==> src/rtl/cbk_pkg.sv <==
package cbk_pkg;
    localparam int ADDR_W     = 32;
    localparam int DATA_W     = 32;
    localparam int BLK_BYTES  = 64;
    localparam int BEAT_BYTES = DATA_W / 8;
    localparam int BEATS      = BLK_BYTES / BEAT_BYTES;
    localparam int BEAT_W     = $clog2(BEATS);
    localparam int OFF_W      = $clog2(BLK_BYTES);
    localparam int BLK_W      = ADDR_W - OFF_W;
    localparam int WOFF_W     = 7;

    typedef enum logic {
        CB_IDLE  = 1'b0,
        CB_BURST = 1'b1
    } cb_state_e;

    typedef struct packed {
        logic [BLK_W-1:0]  blk;
        logic [BEAT_W-1:0] beat;
    } cb_job_t;

    // signed word offset -> signed byte offset
    function automatic logic [ADDR_W-1:0] woff_bytes(input logic [WOFF_W-1:0] w);
        return {{(ADDR_W-WOFF_W-2){w[WOFF_W-1]}}, w, 2'b00};
    endfunction
endpackage

==> src/rtl/cbk_tagstore.sv <==
module cbk_tagstore #(
    parameter int SETS  = 4,
    parameter int WAYS  = 2,
    parameter int TAG_W = 24
) (
    input  logic                     clk,
    input  logic                     rst,
    input  logic [$clog2(SETS)-1:0]  lk_set,
    input  logic [TAG_W-1:0]         lk_tag,
    output logic                     lk_hit,
    output logic [$clog2(WAYS)-1:0]  lk_way,
    output logic                     lk_dirty,
    input  logic                     clr_en,
    input  logic [$clog2(SETS)-1:0]  clr_set,
    input  logic [$clog2(WAYS)-1:0]  clr_way,
    input  logic                     pl_we,
    input  logic [$clog2(SETS)-1:0]  pl_set,
    input  logic [$clog2(WAYS)-1:0]  pl_way,
    input  logic [TAG_W-1:0]         pl_tag,
    input  logic                     pl_valid,
    input  logic                     pl_dirty,
    input  logic [$clog2(WAYS)-1:0]  pl_lru,
    output logic                     rb_valid,
    output logic                     rb_dirty,
    output logic [$clog2(WAYS)-1:0]  rb_lru
);
    localparam int WAY_W = $clog2(WAYS);

    logic [TAG_W-1:0] tag_q [SETS][WAYS];
    logic [WAYS-1:0]  vld_q [SETS];
    logic [WAYS-1:0]  drt_q [SETS];
    logic [WAY_W-1:0] lru_q [SETS];
    logic [WAYS-1:0]  hv;

    always_ff @(posedge clk) begin
        if (rst) begin
            for (int s = 0; s < SETS; s++) begin
                vld_q[s] <= '0;
                drt_q[s] <= '0;
                lru_q[s] <= '0;
                for (int w = 0; w < WAYS; w++) tag_q[s][w] <= '0;
            end
        end else begin
            if (clr_en) drt_q[clr_set][clr_way] <= 1'b0;
            if (pl_we) begin
                tag_q[pl_set][pl_way] <= pl_tag;
                vld_q[pl_set][pl_way] <= pl_valid;
                drt_q[pl_set][pl_way] <= pl_dirty;
                lru_q[pl_set]         <= pl_lru;
            end
        end
    end

    for (genvar w = 0; w < WAYS; w++) begin : g_cmp
        assign hv[w] = vld_q[lk_set][w] && (tag_q[lk_set][w] == lk_tag);
    end

    assign lk_hit   = |hv;
    assign lk_dirty = |(hv & drt_q[lk_set]);

    always_comb begin
        lk_way = '0;
        for (int w = 0; w < WAYS; w++)
            if (hv[w]) lk_way = WAY_W'(w);
    end

    assign rb_valid = vld_q[pl_set][pl_way];
    assign rb_dirty = drt_q[pl_set][pl_way];
    assign rb_lru   = lru_q[pl_set];
endmodule

==> src/rtl/cbk_datastore.sv <==
module cbk_datastore import cbk_pkg::*; #(
    parameter int SETS = 4,
    parameter int WAYS = 2
) (
    input  logic                    clk,
    input  logic                    wr_en,
    input  logic [$clog2(SETS)-1:0] wr_set,
    input  logic [$clog2(WAYS)-1:0] wr_way,
    input  logic [BEAT_W-1:0]       wr_word,
    input  logic [DATA_W-1:0]       wr_data,
    input  logic [$clog2(SETS)-1:0] rd_set,
    input  logic [$clog2(WAYS)-1:0] rd_way,
    input  logic [BEAT_W-1:0]       rd_word,
    output logic [DATA_W-1:0]       rd_data
);
    localparam int DEPTH = SETS * WAYS * BEATS;
    localparam int IDX_W = $clog2(DEPTH);

    logic [DATA_W-1:0] mem_q [DEPTH];
    logic [IDX_W-1:0]  wr_idx, rd_idx;

    assign wr_idx = IDX_W'((int'(wr_set) * WAYS + int'(wr_way)) * BEATS + int'(wr_word));
    assign rd_idx = IDX_W'((int'(rd_set) * WAYS + int'(rd_way)) * BEATS + int'(rd_word));

    always_ff @(posedge clk) begin
        if (wr_en) mem_q[wr_idx] <= wr_data;
    end

    assign rd_data = mem_q[rd_idx];
endmodule

==> src/rtl/cbk_pfq.sv <==
module cbk_pfq import cbk_pkg::*; #(
    parameter int DEPTH = 4
) (
    input  logic              clk,
    input  logic              rst,
    input  logic              flush,
    input  logic              in_valid,
    input  logic [ADDR_W-1:0] in_addr,
    output logic              out_valid,
    output logic [ADDR_W-1:0] out_addr,
    input  logic              out_ready
);
    localparam int PTR_W = (DEPTH > 1) ? $clog2(DEPTH) : 1;
    localparam int CNT_W = $clog2(DEPTH + 1);

    logic [ADDR_W-1:0] q_mem [DEPTH];
    logic [PTR_W-1:0]  wr_q, rd_q;
    logic [CNT_W-1:0]  cnt_q;
    logic              push, pop;

    function automatic logic [PTR_W-1:0] nxt(input logic [PTR_W-1:0] p);
        return (p == PTR_W'(DEPTH - 1)) ? '0 : p + 1'b1;
    endfunction

    assign push = in_valid && (cnt_q != CNT_W'(DEPTH));
    assign pop  = out_ready && (cnt_q != '0);

    always_ff @(posedge clk) begin
        if (rst || flush) begin
            wr_q  <= '0;
            rd_q  <= '0;
            cnt_q <= '0;
        end else begin
            if (push) begin
                q_mem[wr_q] <= in_addr;
                wr_q        <= nxt(wr_q);
            end
            if (pop) rd_q <= nxt(rd_q);
            if (push && !pop)      cnt_q <= cnt_q + 1'b1;
            else if (pop && !push) cnt_q <= cnt_q - 1'b1;
        end
    end

    assign out_valid = (cnt_q != '0);
    assign out_addr  = q_mem[rd_q];
endmodule

==> src/rtl/cbk_unit.sv <==
module cbk_unit import cbk_pkg::*; #(
    parameter int SETS     = 4,
    parameter int WAYS     = 2,
    parameter int PF_DEPTH = 4
) (
    input  logic                                  clk,
    input  logic                                  rst,
    input  logic                                  cmd_valid,
    input  logic [31:0]                           cmd_guard,
    input  logic [31:0]                           cmd_base,
    input  logic [6:0]                            cmd_woff,
    output logic                                  stall,
    input  logic [31:0]                           nc_base,
    input  logic [31:0]                           nc_limit,
    output logic                                  mem_valid,
    input  logic                                  mem_ready,
    output logic [31:0]                           mem_addr,
    output logic [31:0]                           mem_data,
    output logic                                  mem_last,
    input  logic                                  pf_in_valid,
    input  logic [31:0]                           pf_in_addr,
    output logic                                  pf_out_valid,
    output logic [31:0]                           pf_out_addr,
    input  logic                                  pf_out_ready,
    input  logic                                  pl_we,
    input  logic [$clog2(SETS)-1:0]               pl_set,
    input  logic [$clog2(WAYS)-1:0]               pl_way,
    input  logic [3:0]                            pl_word,
    input  logic [31:0]                           pl_data,
    input  logic [32-6-$clog2(SETS)-1:0]          pl_tag,
    input  logic                                  pl_valid,
    input  logic                                  pl_dirty,
    input  logic [$clog2(WAYS)-1:0]               pl_lru,
    output logic                                  pl_rd_valid,
    output logic                                  pl_rd_dirty,
    output logic [$clog2(WAYS)-1:0]               pl_rd_lru
);
    localparam int SET_W = $clog2(SETS);
    localparam int WAY_W = $clog2(WAYS);
    localparam int TAG_W = ADDR_W - OFF_W - SET_W;

    cb_state_e          st_q;
    cb_job_t            job_q;
    logic [SET_W-1:0]   set_q;
    logic [WAY_W-1:0]   way_q;

    logic [ADDR_W-1:0]  tgt;
    logic               in_nc, issue, active, go, done;
    logic               lk_hit, lk_dirty;
    logic [WAY_W-1:0]   lk_way;

    // target address and window test, all in the issue cycle
    assign tgt    = cmd_base + woff_bytes(cmd_woff);
    assign in_nc  = (tgt >= nc_base) && (tgt < nc_limit);
    assign issue  = cmd_valid && (st_q == CB_IDLE);
    assign active = issue && cmd_guard[0] && !in_nc;
    assign go     = active && lk_hit && lk_dirty;
    assign done   = mem_valid && mem_ready && mem_last;

    cbk_tagstore #(.SETS(SETS), .WAYS(WAYS), .TAG_W(TAG_W)) i_tags (
        .clk      (clk),
        .rst      (rst),
        .lk_set   (tgt[OFF_W +: SET_W]),
        .lk_tag   (tgt[ADDR_W-1 -: TAG_W]),
        .lk_hit   (lk_hit),
        .lk_way   (lk_way),
        .lk_dirty (lk_dirty),
        .clr_en   (done),
        .clr_set  (set_q),
        .clr_way  (way_q),
        .pl_we    (pl_we),
        .pl_set   (pl_set),
        .pl_way   (pl_way),
        .pl_tag   (pl_tag),
        .pl_valid (pl_valid),
        .pl_dirty (pl_dirty),
        .pl_lru   (pl_lru),
        .rb_valid (pl_rd_valid),
        .rb_dirty (pl_rd_dirty),
        .rb_lru   (pl_rd_lru)
    );

    cbk_datastore #(.SETS(SETS), .WAYS(WAYS)) i_data (
        .clk     (clk),
        .wr_en   (pl_we),
        .wr_set  (pl_set),
        .wr_way  (pl_way),
        .wr_word (pl_word),
        .wr_data (pl_data),
        .rd_set  (set_q),
        .rd_way  (way_q),
        .rd_word (job_q.beat),
        .rd_data (mem_data)
    );

    cbk_pfq #(.DEPTH(PF_DEPTH)) i_pfq (
        .clk       (clk),
        .rst       (rst),
        .flush     (active),
        .in_valid  (pf_in_valid),
        .in_addr   (pf_in_addr),
        .out_valid (pf_out_valid),
        .out_addr  (pf_out_addr),
        .out_ready (pf_out_ready)
    );

    always_ff @(posedge clk) begin
        if (rst) begin
            st_q  <= CB_IDLE;
            job_q <= '0;
            set_q <= '0;
            way_q <= '0;
        end else begin
            case (st_q)
                CB_IDLE: if (go) begin
                    st_q       <= CB_BURST;
                    job_q.blk  <= tgt[ADDR_W-1:OFF_W];
                    job_q.beat <= '0;
                    set_q      <= tgt[OFF_W +: SET_W];
                    way_q      <= lk_way;
                end
                CB_BURST: if (mem_ready) begin
                    if (mem_last) st_q <= CB_IDLE;
                    else          job_q.beat <= job_q.beat + 1'b1;
                end
                default: st_q <= CB_IDLE;
            endcase
        end
    end

    assign stall     = (st_q != CB_IDLE);
    assign mem_valid = (st_q == CB_BURST);
    assign mem_addr  = {job_q.blk, job_q.beat, 2'b00};
    assign mem_last  = (job_q.beat == BEAT_W'(BEATS - 1));
endmodule

==> config.mk <==
export PLATFORM = sky130hd
export DESIGN_NAME = cbk_unit
export DESIGN_NICKNAME = d
export VERILOG_FILES = /design/src/rtl/cbk_pkg.sv /design/src/rtl/cbk_tagstore.sv /design/src/rtl/cbk_datastore.sv /design/src/rtl/cbk_pfq.sv /design/src/rtl/cbk_unit.sv
export SDC_FILE = /design/constraint.sdc
export NUM_CORES = 2
export LEC_CHECK = 0
export BUFFER_PORTS_ARGS = -buffer_cell sky130_fd_sc_hd__clkbuf_2
export CAP_MARGIN = 10
export CORE_ASPECT_RATIO = 0.7
export CORE_MARGIN = 4
export CORE_UTILIZATION = 40
export CTS_CLUSTER_SIZE = 12
export DETAILED_ROUTE_END_ITERATION = 16
export HOLD_SLACK_MARGIN = 0.05
export PLACE_DENSITY_LB_ADDON = 0.08
export SETUP_SLACK_MARGIN = 0.1
export SLEW_MARGIN = 15
export SYNTH_ARGS = -nofsm -noshare
export SYNTH_HDL_FRONTEND = slang
export SYNTH_HIERARCHICAL = 1
export SYNTH_MEMORY_MAX_BITS = 65536
export SYNTH_SLANG_ARGS = --single-unit
==> constraint.sdc <==
create_clock -name clk -period 12.1 [get_ports clk]
set_clock_uncertainty 0.1 [all_clocks]
set_input_delay 0.605 -clock clk [delete_from_list [all_inputs] [get_ports clk]]
set_output_delay 0.605 -clock clk [all_outputs]
set_load 0.1 [all_outputs]
==> flow_metrics.py <==
metrics = {
    "placement": {
        "place.gp.congestion": 0.8259,
        "port_buffers": 309,
        "dp_hpwl_um": 273200,
    },
    "power_and_ir_drop": {
        "netSwitchingFraction": 0.2181,
        "p_int_w": 0.02455,
        "leakage_nw": 60.33,
        "combPwrFrac": 0.046,
        "power_density_nw_per_um2": 157.1,
        "p_switching_w": 0.006848,
        "vdd_drop_max_mv": 0.1206,
        "p_clk_frac": 0.406,
        "pwr-share-seq": 0.548,
    },
    "synth": {
        "yosys_warnings": 6,
        "synth_area_um2": 175400,
        "synth_area_leaders": "edfxtp_1 76%, mux4_2 18%, and2_1 0.74%, ha_1 0.71%, dfxtp_1 0.47%",
        "ys_seq_area_frac": 0.7643,
        "syn_inst": 7449,
        "ys.flop_type": "edfxtp_1",
        "synth_seq_cells": 4477,
        "synth_most_common_cell": "edfxtp_1",
        "synth_edf_count": 4436,
        "synth_top_area_share": 0.7597,
        "avgSynthCellArea_um2": 23.54,
        "synth_area_leader_cell": "edfxtp_1",
        "ys_types": 79,
        "synthTopCellsByCount": "4,436 x edfxtp_1, 1,412 x mux4_2, 215 x clkbuf_1",
        "async_flop_share": 0,
    },
    "final_layout": {
        "drive_gt1_frac": 0.3218,
        "final_net_count": 8511,
        "postLayoutCoreUtil": 0.4576,
        "area_growth_pct": 14.00,
    },
    "detailed_routing": {
        "wl_per_cell_um": 34.64,
        "drcViolationCount": 0,
        "postRouteAntennaNets": 0,
        "wl_um": 497000,
        "avgViaCountPerCell": 5.833,
        "via_count": 83690,
        "drt_iter0_drc": 9803,
        "firstDrtPassIters": 6,
    },
    "critical_path": {
        "worst-endpoint-required_ns": 12.94,
        "start_kind": "input port",
        "cp_max_fo": 29,
        "crit_slowest_cell": "xnor2_1",
        "cp.arrival_ns": 8.09,
        "cp_top_family": "buffers and inverters",
        "crit_buf_inv": 5,
        "r2r_end": "mem_addr[29]",
        "reg2reg_depth": 15,
        "rr_startpoint": "i_tags/tag_q[3][34]",
        "path_class": "input port to flip-flop",
        "slowest_delay_ns": 0.60,
        "crit_path_end_kind": "flip-flop",
        "reg2reg_slack_ns": 6.75,
    },
    "die": {
        "ios": 343,
        "initial_core_util": 0.4014,
        "die_h_um": 562.0,
        "die_area_um2": 449200,
        "die_w_um": 799.4,
        "core_area_um2": 436900,
        "rows": 203,
    },
    "timing": {
        "timing.fmax_ghz": 0.1379,
        "hold_violations": 0,
        "max_slew.worst_pin.slew_ns": 1.206,
        "rsz0062_at_grt": "false",
        "tns_ns": 0,
        "drv_slew": 0,
        "timing.final.crit_period_ns": 7.252,
        "max-slew-margin-rel": 0.1959,
        "fin_crit_sh": 0.5994,
        "setup_viol_count_final": 0,
    },
    "worst_hold_path": {
        "hold_class": "input port to flip-flop",
        "min-delay-start": "pl_data[6]",
        "min_path_cells": 1,
        "min_to": "i_data/mem_q[36][6]",
    },
    "clock_tree": {
        "cts.repair.resized": 0,
        "clock_sinks": 4477,
        "hold_buffers": 85,
        "clockBufferDepth": 4,
        "clockRootBuffer": "clkbuf_16",
        "cts_tree": "yes",
        "post-cts-setup-buffers": 0,
        "h-tree-depth": 5,
        "cts.clk_slew.worst_paths_ns": 0.06,
        "cts_made_buffers": 447,
        "clkLatencyLatePin_ns": 0.99,
    },
    "global_routing": {
        "grt_pass1_vias": 84210,
        "grt_pass1_wl_um": 682000,
        "overflow": 0,
        "grt_usage": 0.2184,
        "grt_max_degree": 121,
        "antenna_found_initial": 75,
    },
    "flow_run": {
        "max-cap-violations": 0,
    },
    "outcome": {
        "outcome": "complete, no violations",
    },
}
layout by cell type (no fill, tap or decap), types with 15 or more instances in the layout:
cell / n
a21oi_1: 56
clkbuf_2: 277
nor2b_1: 15
nand3_1: 25
nand2b_1: 15
dfxtp_1: 32
clkbuf_16: 449
nand2_1: 63
dlygate4sd3_1: 85
xor2_1: 27
clkinv_1: 84
and2_1: 208
nor2_1: 78
clkinv_2: 23
mux4_2: 1412
xnor2_1: 34
buf_12: 18
nor2_4: 120
mux2_2: 40
buf_4: 269
mux2i_1: 47
nand4_1: 17
clkbuf_1: 126
ha_1: 99
o21ai_0: 43
diode_2: 57
inv_1: 86
a21o_1: 21
edfxtp_1: 4436
layer usage:
metal  vias up  track usage  part of all wire
met2      3024       0.3146              0.43
met4        34      0.04815             0.022
li1      33340            -                 -
met3       624      0.04494             0.080
met1     46670       0.3433              0.46
met5         -            0           0.00045
through the flow:
stage	setup WS (ns)	hold WS [ns]	total power (W)	instances	instance area, um^2
floorplan	6.617	0.3634	0.01828	7450	175400
global placement	4.611	0.3750	0.01890	13480	185900
detailed placement	4.647	0.3812	0.01895	13480	185900
CTS	4.895	0.05081	0.03175	14290	199700
global route	4.322	0.1000	0.03247	14290	199800
finish	4.848	0.1284	0.03140	14350	199900
flip-flops by register name (all words and copies together) (netlist names), named ones only:
name,cells
i_data/mem_q,4096
i_pfq/cnt_q,3
i_pfq/q_mem,128
i_pfq/rd_q,2
i_pfq/wr_q,2
i_tags/drt_q,8
i_tags/lru_q,4
i_tags/tag_q,192
i_tags/vld_q,8
mem_addr,30
mem_valid,1
way_q,1
cell families (layout without fill, tap and decap cells):
kind of cell	count (synthesis)	after routing	share of synthesized area
AO/OA/AOI/OAI	218	218	0.008248
XOR/XNOR	66	66	0.003297
adder cells (fa/ha/maj)	101	101	0.007292
buffers and inverters	466	1465	0.01112
flip-flops	4477	4477	0.7643
multiplexers	1506	1506	0.1877
other	1	59	0.00002139
AND/OR/NAND/NOR	614	614	0.01803
layout make-up:
class	count	area [um^2]
Fill cell	36330	237000
Inverter	87	326.6
Tap cell	5842	7310
Clock inverter	148	1202
Antenna cell	57	142.6
Timing Repair Buffer	650	4644
Clock buffer	580	11780
Multi-Input combinational cell	2507	40440
Sequential cell	4477	134100
how the worst max path moves through the flow:
stage / end / cells after the start / from / slack (ns)
floorplan: i_pfq/q_mem[0][0] / 19 / cmd_base[10] / 6.62
global placement: mem_addr[3] / 25 / cmd_woff[6] / 4.61
finish: mem_addr[29] / 26 / cmd_woff[6] / 4.85
global route: mem_addr[29] / 26 / cmd_woff[6] / 4.32
CTS: mem_data[16] / 7 / mem_addr[4] / 4.89
detailed placement: mem_addr[3] / 25 / cmd_woff[6] / 4.65
power by group through the flow:
stage               Sequential, W  Combinational (W)  Clock [W]
floorplan                  0.0175           0.000758          0
CTS                        0.0172            0.00144     0.0131
finish                     0.0172            0.00144     0.0128
global route               0.0172            0.00153     0.0137
detailed placement         0.0175            0.00141          0
global placement           0.0175            0.00137          0
worst reg2reg max path, cell delays in order, from the launching register on:
cell,delay (ns)
edfxtp_1,0.36
mux4_2,0.48
xnor2_1,0.43
nand4_1,0.23
a2111oi_2,0.61
nand4_1,0.19
o22ai_1,0.20
nand2_1,0.18
nor3_1,0.24
o211ai_1,0.15
nand3_2,0.24
buf_4,0.48
nand4b_1,0.15
dlygate4sd3_1,0.58
o2111ai_1,0.10
dlygate4sd3_1,0.57
No activity file was read; power rests on OpenSTA's default activity.
